<file path="src/rtl/keyed_wdt_pkg.sv">
package keyed_wdt_pkg;

    typedef enum logic [1:0] {
        RG_IDLE,
        RG_PWR,
        RG_MAN
    } rg_state_t;

    typedef struct packed {
        logic       iflag;
        logic       wd_mode;
        logic       run;
        logic [1:0] pad;
        logic [2:0] tap;
    } ctl_t;

    localparam logic [1:0] A_KEYED = 2'd0;
    localparam logic [1:0] A_CTL   = 2'd1;
    localparam logic [1:0] A_RST   = 2'd2;

    // prescaler exponent per tap: divide ratio is 2**shift
    function automatic int unsigned tap_shift(input logic [2:0] tap);
        case (tap)
            3'd6:    return 9;
            3'd7:    return 12;
            default: return 32'(tap) + 1;
        endcase
    endfunction

endpackage

</file>
<file path="src/rtl/keyed_wdt_prescale.sv">
module keyed_wdt_prescale
    import keyed_wdt_pkg::*;
#(
    parameter int PRE_W = 12
) (
    input  logic       clk,
    input  logic       rst_n,
    input  logic       run_i,
    input  logic [2:0] tap_i,
    output logic       tick_o
);

    logic [PRE_W-1:0] pre_q;
    logic [PRE_W-1:0] mask;

    always_comb begin
        mask   = PRE_W'((32'd1 << tap_shift(tap_i)) - 32'd1);
        tick_o = run_i && ((pre_q & mask) == mask);
    end

    always_ff @(posedge clk or negedge rst_n) begin
        if (!rst_n)      pre_q <= '0;
        else if (!run_i) pre_q <= '0;
        else             pre_q <= pre_q + 1'b1;
    end

    AST_TICK_SPACED: assert property (@(posedge clk) disable iff (!rst_n)
        tick_o |=> !tick_o);

endmodule

</file>
<file path="src/rtl/keyed_wdt_rstgen.sv">
module keyed_wdt_rstgen
    import keyed_wdt_pkg::*;
#(
    parameter int PULSE_LEN = 128
) (
    input  logic clk,
    input  logic rst_n,
    input  logic start_i,
    input  logic manual_i,
    output logic por_o,
    output logic man_o
);

    localparam int CW = $clog2(PULSE_LEN + 1);
    localparam logic [CW-1:0] LAST = CW'(PULSE_LEN - 1);

    rg_state_t     state_q, state_d;
    logic [CW-1:0] cnt_q;

    always_comb begin
        state_d = state_q;
        unique case (state_q)
            RG_IDLE: if (start_i) state_d = manual_i ? RG_MAN : RG_PWR;
            RG_PWR,
            RG_MAN:  if (cnt_q == LAST) state_d = RG_IDLE;
            default: state_d = RG_IDLE;
        endcase
    end

    always_ff @(posedge clk or negedge rst_n) begin
        if (!rst_n) begin
            state_q <= RG_IDLE;
            cnt_q   <= '0;
        end else begin
            state_q <= state_d;
            cnt_q   <= (state_q == RG_IDLE) ? '0 : cnt_q + 1'b1;
        end
    end

    always_comb begin
        por_o = (state_q == RG_PWR);
        man_o = (state_q == RG_MAN);
    end

    AST_PULSE_HOLDS: assert property (@(posedge clk) disable iff (!rst_n)
        (state_q != RG_IDLE && cnt_q != LAST) |=> state_q == $past(state_q));

endmodule

</file>
<file path="src/rtl/keyed_wdt.sv">
module keyed_wdt
    import keyed_wdt_pkg::*;
#(
    parameter logic [7:0] KEY_CNT   = 8'h5A,
    parameter logic [7:0] KEY_CTL   = 8'hA5,
    parameter int         PRE_W     = 12,
    parameter int         PULSE_LEN = 128
) (
    input  logic        clk,
    input  logic        rst_n,
    input  logic        wr_en,
    input  logic        rd_en,
    input  logic        wr_word,
    input  logic [1:0]  addr,
    input  logic [15:0] wdata,
    output logic [15:0] rdata,
    output logic        irq_o,
    output logic        por_req_o,
    output logic        man_req_o
);

    logic [7:0] cnt_q;
    ctl_t       ctl_q;
    logic       wovf_q, rste_q, rsts_q, arm_q, irq_q;
    logic       tick, ovf, wd_ovf, iv_ovf;
    logic       wr_cnt, wr_ctl, wr_rst, rd_hit;
    logic       unused_bits;

    assign unused_bits = ^wdata[4:3];

    always_comb begin
        wr_cnt = wr_en && wr_word && addr == A_KEYED && wdata[15:8] == KEY_CNT;
        wr_ctl = wr_en && wr_word && addr == A_KEYED && wdata[15:8] == KEY_CTL;
        wr_rst = wr_en && addr == A_RST;
        rd_hit = rd_en && addr == A_RST && wovf_q;
        ovf    = tick && cnt_q == 8'hFF;
        wd_ovf = ovf && ctl_q.wd_mode;
        iv_ovf = ovf && !ctl_q.wd_mode;
    end

    keyed_wdt_prescale #(.PRE_W(PRE_W)) u_pre (
        .clk    (clk),
        .rst_n  (rst_n),
        .run_i  (ctl_q.run),
        .tap_i  (ctl_q.tap),
        .tick_o (tick)
    );

    keyed_wdt_rstgen #(.PULSE_LEN(PULSE_LEN)) u_rg (
        .clk      (clk),
        .rst_n    (rst_n),
        .start_i  (wd_ovf && rste_q),
        .manual_i (rsts_q),
        .por_o    (por_req_o),
        .man_o    (man_req_o)
    );

    always_ff @(posedge clk or negedge rst_n) begin
        if (!rst_n) begin
            cnt_q  <= '0;
            ctl_q  <= '0;
            wovf_q <= 1'b0;
            rste_q <= 1'b0;
            rsts_q <= 1'b0;
            arm_q  <= 1'b0;
            irq_q  <= 1'b0;
        end else begin
            if (wr_cnt)      cnt_q <= wdata[7:0];
            else if (wd_ovf) cnt_q <= '0;
            else if (tick)   cnt_q <= cnt_q + 1'b1;

            if (wd_ovf) begin
                ctl_q <= '0;
            end else begin
                if (wr_ctl) begin
                    ctl_q.wd_mode <= wdata[6];
                    ctl_q.run     <= wdata[5];
                    ctl_q.tap     <= wdata[2:0];
                    ctl_q.iflag   <= ctl_q.iflag & wdata[7];
                end
                if (iv_ovf) ctl_q.iflag <= 1'b1;
            end

            if (wd_ovf)                          wovf_q <= 1'b1;
            else if (wr_rst && !wdata[7] && arm_q) wovf_q <= 1'b0;

            if (wr_rst) begin
                rste_q <= wdata[6];
                rsts_q <= wdata[5];
                arm_q  <= 1'b0;
            end else if (rd_hit) begin
                arm_q  <= 1'b1;
            end

            irq_q <= iv_ovf;
        end
    end

    assign irq_o = irq_q;

    always_comb begin
        case (addr)
            A_KEYED: rdata = {8'h00, cnt_q};
            A_CTL:   rdata = {8'h00, ctl_q};
            A_RST:   rdata = {8'h00, wovf_q, rste_q, rsts_q, 5'h1F};
            default: rdata = 16'h0000;
        endcase
    end

    AST_KEY_GUARD: assert property (@(posedge clk) disable iff (!rst_n)
        (!wr_cnt && !tick) |=> cnt_q == $past(cnt_q));
    AST_FLAG_CLEAR_ARMED: assert property (@(posedge clk) disable iff (!rst_n)
        $fell(wovf_q) |-> $past(arm_q));
    AST_FLAG_WD_ONLY: assert property (@(posedge clk) disable iff (!rst_n)
        $rose(wovf_q) |-> $past(ctl_q.wd_mode));
    AST_REQ_NEEDS_FLAG: assert property (@(posedge clk) disable iff (!rst_n)
        ($rose(por_req_o) || $rose(man_req_o)) |-> wovf_q);
    AST_IRQ_SINGLE: assert property (@(posedge clk) disable iff (!rst_n)
        irq_o |=> !irq_o);

endmodule

</file>
<file path="config.mk">
export PLATFORM = sky130hd
export DESIGN_NAME = keyed_wdt
export DESIGN_NICKNAME = d
export VERILOG_FILES = /design/src/rtl/keyed_wdt_pkg.sv /design/src/rtl/keyed_wdt_prescale.sv /design/src/rtl/keyed_wdt_rstgen.sv /design/src/rtl/keyed_wdt.sv
export SDC_FILE = /design/constraint.sdc
export NUM_CORES = 1
export LEC_CHECK = 0
export BUFFER_PORTS_ARGS = -buffer_cell sky130_fd_sc_hd__buf_4
export CORE_MARGIN = 10
export CORE_UTILIZATION = 57
export CTS_CLUSTER_DIAMETER = 50
export DETAILED_ROUTE_END_ITERATION = 7
export GPL_TIMING_DRIVEN = 0
export HOLD_SLACK_MARGIN = 0.15
export PLACE_DENSITY = 0.84
export SYNTH_ARGS = -nofsm -noshare
export SYNTH_HDL_FRONTEND = slang
export SYNTH_SLANG_ARGS = --single-unit
</file>
<file path="constraint.sdc">
create_clock -name clk -period 4.5 [get_ports clk]
set_input_delay 0.9 -clock clk [delete_from_list [all_inputs] [get_ports clk]]
set_output_delay 0.9 -clock clk [all_outputs]
set_load 0.05 [all_outputs]
</file>
==> results of run 1 <==
-- cells in the mapped netlist, types with 2 or more instances --
cell type	instances
and2_1	14
inv_1	8
a21oi_1	3
buf_4	8
ha_1	12
clkbuf_1	6
nor3_1	4
o31ai_1	3
mux2_2	3
o21ai_1	4
nand4_1	4
xor2_1	6
buf_2	5
or4_1	7
nand3_1	16
nor2b_1	7
nor4_1	4
and3_1	9
nand2b_1	3
o211ai_1	2
nand4b_1	3
nor4bb_1	4
o21ai_0	12
mux2i_1	10
xnor2_1	10
or3_1	2
nor2_1	32
dfrtp_1	41
nand2_1	20
buf_6	2
a31oi_1	10
-- routing by layer --
metal  share of wire [%]  up-vias  routed length (um)
met5                   0        -                   0
met4                 1.1        0                  66
met3                 7.5        8                 471
met2                  48       78                2990
met1                  44     1088                2720
li1                    -     1124                   -
-- final cells by class --
| cell class | instances | area, um^2 |
|---|---|---|
| Inverter | 9 | 33.8 |
| Timing Repair Buffer | 33 | 248 |
| Multi-Input combinational cell | 229 | 1500 |
| Fill cell | 337 | 1360 |
| Clock buffer | 7 | 86.3 |
| Sequential cell | 41 | 1030 |
| Tap cell | 52 | 65.1 |
| Buffer | 21 | 130 |
-- state kept, by name, indices dropped and copies added (netlist names) --
| register | count |
|---|---|
| u_rg.cnt_q | 8 |
| irq_o | 1 |
| rsts_q | 1 |
| wovf_q | 1 |
| u_rg.state_q | 2 |
| u_pre.pre_q | 12 |
| cnt_q | 8 |
| rste_q | 1 |
| arm_q | 1 |
| ctl_q | 6 |
-- through the flow --
stage / hold slack (ns) / total power, mW / area (um^2) / std cells
2_1_floorplan: 0.438 / 0.450 / 2690 / 300
3_3_place_gp: 0.458 / 0.488 / 3000 / 385
3_5_place_dp: 0.466 / 0.490 / 3000 / 385
4_1_cts: 0.475 / 0.727 / 3080 / 392
5_1_grt: 0.508 / 0.751 / 3080 / 392
6_report: 0.469 / 0.721 / 3080 / 392
-- worst register-to-register path, delay by kind of cell, from the launching register on --
family | cells | cell delay [ns]
AOI/OAI and AO/OA | 4 | 0.66
adders and majority gates | 2 | 0.59
DFF | 1 | 0.34
and+or+nand+nor | 4 | 1.47
buffers and inverters | 5 | 0.70
-- worst paths after layout --
kind,endpoint,depth (start not counted),startpoint,slack (ns)
max in group asynchronous,rsts_q$_DFFE_PN0P_,1,rst_n,3.56
min in group asynchronous,u_rg.cnt_q[2]$_DFF_PN0_,1,rst_n,0.58
max,u_rg.state_q[1]$_DFFE_PN0P_,15,ctl_q[0]$_DFFE_PN0P_,0.60
max reg2reg,u_rg.state_q[1]$_DFFE_PN0P_,15,ctl_q[0]$_DFFE_PN0P_,0.60
min,u_rg.cnt_q[0]$_DFF_PN0_,1,u_rg.cnt_q[0]$_DFF_PN0_,0.47
min reg2reg,u_rg.cnt_q[0]$_DFF_PN0_,1,u_rg.cnt_q[0]$_DFF_PN0_,0.47
-- power groups by stage --
stage          Clock [mW]  Combinational (mW)  Sequential (mW)
4_1_cts             0.244               0.105            0.378
2_1_floorplan           0              0.0665            0.384
3_3_place_gp            0               0.103            0.385
5_1_grt             0.259               0.113            0.379
3_5_place_dp            0               0.105            0.385
6_report            0.238               0.105            0.378
-- kinds of logic (layout without fill, tap and decap cells) --
group	Yosys count	after routing	share of synthesized area, %
and+or+nand+nor	135	135	28.0
AOI/OAI and AO/OA	45	45	11.2
DFF	41	41	38.6
buffers and inverters	30	70	6.16
xor gates and xnor gates	16	16	5.27
muxes	13	13	5.04
adders and majority gates	12	12	5.65
other	1	8	0.141
==> metrics.md, run 1 <==
| Metric | Value |
|---|---|
| Place WS | 0.644 ns |
| CP max FO | 10 |
| TritonCTS clock tree | done |
| Combinational share of power | 14.5% |
| Async SR Flop Fraction | 100% |
| Skew final | 0.00784 ns |
| Vias/cell | 5.86 |
| Slack of the critical path | 0.603 ns |
| H-tree levels | 2 |
| Core ar. | 0.00444 mm^2 |
| CTS hold repair buffers | 0 |
| Number of diodes | 0 |
| Post-Syn Area per Cell | 9.07 um^2 |
| Clk slew on worst S/H paths | 0.07 ns |
| CP Class | reg -> reg |
| RSZ-0062 raised after global routing | false |
| 1st-pass router iterations | 4 |
| Number of synthesized flops with an enable pin | 0 |
| Layout cell share with drive strength beyond 1 | 18.5% |
| Cell with the largest stage delay on the worst path | or4_1 |
| Sw frac | 26.0% |
| # setup viols final | 0 |
| Critical Path Max Stage Delay | 0.51 ns |
| Mapped cell area | 0.00266 mm^2 |
| Port Buffers | 33 |
| Gr ovfl total | 0 |
| Final WL | 6.25 mm |
| RD Place Congestion | 0.825 |
| Effective utilization at floorplan | 59.8% |
| Vias in the first global route | 2310 |
| Flop pwr share | 52.5% |
| Top delay family on crit path | simple AND/OR/NAND/NOR gates |
| Die Footprint | 0.00780 mm^2 |
| Synth Flop Type | dfrtp_1 |
| Maximum VDD drop | 0.185 mV |
| Routed vias | 2298 |
| Final hold violations | 0 |
| IO Pins | 42 |
| Total track usage | 16.6% |
| PostCTS Resize Cnt | 0 |
| Net switching power figure | 0.187 mW |
| Initial antenna violation count | 0 |
| Outcome | finished clean |
| DIE HEIGHT | 88.3 um |
| Met3 Resource Use GR | 4.87% |
| Seq cells post-synth | 41 |
| GR Util met1 | 20.3% |
| Seq/Total Area, Yosys | 38.6% |
| Yosys top cell area share | 38.6% |
| Pleak | 1.45 nW |
| Crit path buffers/inverters | 5 |
| Crit-path cells | buf_2, inv_2, ha_1, buf_6, nand2_1, nor4_1, inv_1, ha_1, o221ai_1, a221oi_1, o21ai_0, or4_1, buf_2, nor3_2, o211ai_1 |
| First-pass GRT wire length | 10.5 mm |
| Synth area leader | dfrtp_1 |
| GR met2 Demand/Resource | 27.9% |
| Clk sink count | 41 |
| Fin Setup TNS | 0 ns |
| Worst Max-Slew Pin Slew | 0.604 ns |
| Tmin final | 3.90 ns |
| Die Wd | 88.3 um |
| Post-CTS Setup Repair Bufs | 0 |
| Number of CTS-inserted buffers | 5 |
| Final net count | 375 |
| Largest net degree at the start of global routing | 42 |
| Final core utilization | 69.4% |
| Skew-Pair Late Insertion Delay | 0.29 ns |
| Final period util | 86.6% |
| Core Rows | 24 |
| Post-detail-place hpwl | 4.78 mm |
| Area Growth Syn to Fin | 16.0% |
| Synth Warn # | 0 |
| Synth cell types | 50 |
| Post-DRT Antenna Nets | 0 |
| CP Data Required Time | 4.64 ns |
| P per Cell Area | 234 mW/mm^2 |
| Min-delay worst type | reg -> reg |
| Arrival @ worst endpoint | 4.03 ns |
| Clock Path Buffers | 2 |
| Clk root buf | clkbuf_8 |
| DR DRC count | 0 |
| Most frequent cells in the layout | buf_4, dfrtp_1, nor2_1 |
| Max_slew headroom | 59.4% |
| Wirelength per Cell | 15.9 um |
| Critical Path Source Type | flop |
| Synth Instances | 293 |
| Most used routing layer | met2 |
| Max-cap violations | 0 |
| Pins Over Slew Limit | 0 |
| Pint | 0.534 mW |
| FMAX | 0.257 GHz |
| DRT iter0 DRCs | 209 |
| Worst Setup End Kind | flop |
| Dominant cells by area after synthesis | dfrtp_1, ha_1, nor2_1, mux2i_1, and2_1 |
| Clk pwr share | 33.0% |
Power figures use the tool's default switching activity.
==> inputs of run 2 (changes only) <==
Settings changed: BUFFER_PORTS_ARGS -buffer_cell sky130_fd_sc_hd__buf_4 to -buffer_cell sky130_fd_sc_hd__buf_2.
==> run 2 against run 1 <==
Register-to-register slack better by 0.02 ns. Sequential power hardly changed. Via count is 2.3% higher. Combinational power is 8% lower. Critical path depth stayed put. Utilization is 0.79 points lower. Design area is 1.1% lower. Largest cell class unchanged. Largest power group unchanged. Routed wire length is 0.99% higher.
==> metrics.md, run 2 (synthesized netlist as in run 1, its figures left out) <==
| Metric | Value |
|---|---|
| Most frequent cells in the layout | dfrtp_1, buf_2, nor2_1 |
| First-pass GRT wire length | 10.7 mm (+2.2%) |
| Flop pwr share | 45.6% (-6.9 points) |
| HP Start | u_rg.cnt_q[0]$_DFF_PN0_ |
| Place WS | 0.657 ns (+0.0130 ns) |
| Largest net degree at the start of global routing | 42 (unchanged) |
| DIE HEIGHT | 88.3 um (unchanged) |
| Die Wd | 88.3 um (unchanged) |
| P per Cell Area | 272 mW/mm^2 (+16%) |
| Skew final | 0.00711 ns (-0.000727 ns) |
| Worst reg2reg path depth | 15 (unchanged) |
| Most common cell after layout, fill and taps aside | dfrtp_1 |
| Slack of the critical path | 0.625 ns (+0.0220 ns) |
| Crit Reg-Reg Endpoint | u_rg.state_q[1]$_DFFE_PN0P_ |
| Worst Setup End Kind | flop |
| Vias/cell | 5.98 (+2.0%) |
| Pins Over Slew Limit | 0 (unchanged) |
| Min-delay worst type | reg -> reg |
| Arrival @ worst endpoint | 4.03 ns (about the same) |
| Maximum VDD drop | 0.198 mV (+6.7%) |
| Max-cap violations | 0 (unchanged) |
| Critical Path Source Type | flop |
| Clk sink count | 41 (unchanged) |
| DRT iter0 DRCs | 239 (+14%) |
| Port Buffers | 33 (unchanged) |
| Fin Setup TNS | 0 ns (unchanged) |
| Area Growth Syn to Fin | 14.7% |
| DR DRC count | 0 (unchanged) |
| Final net count | 375 (unchanged) |
| Outcome | finished clean |
| Clk pwr share | 42.7% (+9.7 points) |
| CP Class | reg -> reg |
| Number of CTS-inserted buffers | 5 (unchanged) |
| Vias in the first global route | 2359 (+2.1%) |
| FMAX | 0.258 GHz (+0.57%) |
| Initial antenna violation count | 0 (unchanged) |
| Pleak | 1.45 nW (about the same) |
| Net switching power figure | 0.205 mW (+9.2%) |
| CP max FO | 10 (unchanged) |
| Max_slew headroom | 40.9% (-18 points) |
| Clk slew on worst S/H paths | 0.08 ns (about the same) |
| Biggest register | u_pre.pre_q |
| TritonCTS clock tree | done |
| Pint | 0.624 mW (+17%) |
| Post-DRT Antenna Nets | 0 (unchanged) |
| Worst Max-Slew Pin Slew | 0.887 ns (+0.283 ns) |
| Hold Path Stages | 1 (unchanged) |
| CP Data Required Time | 4.66 ns (+0.02 ns) |
| Combinational share of power | 11.7% (-2.8 points) |
| Core ar. | 0.00444 mm^2 (unchanged) |
| PostCTS Resize Cnt | 0 (unchanged) |
| Effective utilization at floorplan | 59.8% (unchanged) |
| Hold Path End | u_rg.cnt_q[0]$_DFF_PN0_ |
| Skew-Pair Late Insertion Delay | 0.30 ns (about the same) |
| 1st-pass router iterations | 5 (+1) |
| Wirelength per Cell | 16.1 um (+0.74%) |
| Final period util | 86.1% (-0.49 points) |
| Gr ovfl total | 0 (unchanged) |
| Core Rows | 24 (unchanged) |
| RD Place Congestion | 0.833 (+0.90%) |
| Clock Path Buffers | 2 (unchanged) |
| Die Footprint | 0.00780 mm^2 (unchanged) |
| CTS hold repair buffers | 0 (unchanged) |
| Total track usage | 17.0% (+0.45 points) |
| Max FFs per register | 12 (unchanged) |
| Final hold violations | 0 (unchanged) |
| Clk root buf | clkbuf_8 |
| Sw frac | 24.7% (-1.3 points) |
| Number of diodes | 0 (unchanged) |
| RSZ-0062 raised after global routing | false |
| Layout cell share with drive strength beyond 1 | 19.1% (+0.53 points) |
| Tmin final | 3.88 ns (-0.0220 ns) |
| Largest regs | u_pre.pre_q x12, cnt_q x8, u_rg.cnt_q x8 |
| IO Pins | 42 (unchanged) |
| Final WL | 6.31 mm (+0.99%) |
| Worst flop-to-flop path startpoint | ctl_q[0]$_DFFE_PN0P_ |
| Post-CTS Setup Repair Bufs | 0 (unchanged) |
| Routed vias | 2351 (+2.3%) |
| R2R setup slack | 0.62 ns (+0.02 ns) |
| Final core utilization | 68.6% (-0.79 points) |
| Post-detail-place hpwl | 4.72 mm (-1.3%) |
| H-tree levels | 2 (unchanged) |
| # setup viols final | 0 (unchanged) |
[run 2: per-stage QoR]
| stage | hold slack (ns) | cell area (um^2) | power, mW | instances |
|---|---|---|---|---|
| final | 0.477 | 3050 | 0.829 | 393 |
| after global routing | 0.501 | 3050 | 0.857 | 393 |
| after CTS | 0.474 | 3050 | 0.832 | 393 |
| after detailed placement | 0.466 | 2920 | 0.481 | 385 |
| after global placement | 0.454 | 2920 | 0.480 | 385 |
| after floorplan | 0.438 | 2690 | 0.450 | 300 |
[run 2: layout make-up]
class | instances | area, um^2
Buffer | 21 | 130
Clock buffer | 5 | 68.8
Clock inverter | 3 | 65.1
Fill cell | 355 | 1400
Inverter | 9 | 33.8
Multi-Input combinational cell | 229 | 1500
Sequential cell | 41 | 1030
Tap cell | 52 | 65.1
Timing Repair Buffer | 33 | 165
[run 2: routing by layer]
layer / vias to the layer above / global-route usage [%] / part of all wire, %
met1: 1085 / 21.1 / 42
met4: 0 / 5.73 / 1.7
li1: 1127 / - / -
met5: - / 0 / 0
met2: 120 / 28.2 / 49
met3: 19 / 4.41 / 8.2
[run 2: power by group through the flow]
stage | sequential, mW | combinational (mW) | clock, mW
CTS | 0.378 | 0.0963 | 0.357
floorplan | 0.384 | 0.0665 | 0
detailed placement | 0.385 | 0.0954 | 0
global route | 0.380 | 0.104 | 0.373
global placement | 0.385 | 0.0943 | 0
finish | 0.378 | 0.0966 | 0.354
[run 2: critical path, cell delays in order (launching register included)]
cell and delay (ns):
dfrtp_1 0.34, buf_2 0.22, inv_2 0.06, ha_1 0.29, buf_6 0.13, nand2_1 0.09, nor4_1 0.33, inv_1 0.09
ha_1 0.29, o221ai_1 0.11, a221oi_1 0.21, o21ai_0 0.14, or4_1 0.52, buf_2 0.19, nor3_2 0.54, o211ai_1 0.19
[run 2: worst max path at each step]
stage	start	endpoint	slack [ns]	depth (start not counted)
5_1_grt	ctl_q[0]$_DFFE_PN0P_	u_rg.state_q[1]$_DFFE_PN0P_	0.41	15
3_3_place_gp	ctl_q[0]$_DFFE_PN0P_	u_rg.state_q[0]$_DFFE_PN0P_	0.72	15
4_1_cts	ctl_q[0]$_DFFE_PN0P_	u_rg.state_q[1]$_DFFE_PN0P_	0.64	15
6_report	ctl_q[0]$_DFFE_PN0P_	u_rg.state_q[1]$_DFFE_PN0P_	0.62	15
3_5_place_dp	ctl_q[0]$_DFFE_PN0P_	u_rg.state_q[1]$_DFFE_PN0P_	0.66	15
2_1_floorplan	ctl_q[0]$_DFFE_PN0P_	cnt_q[4]$_DFFE_PN0P_	1.17	15
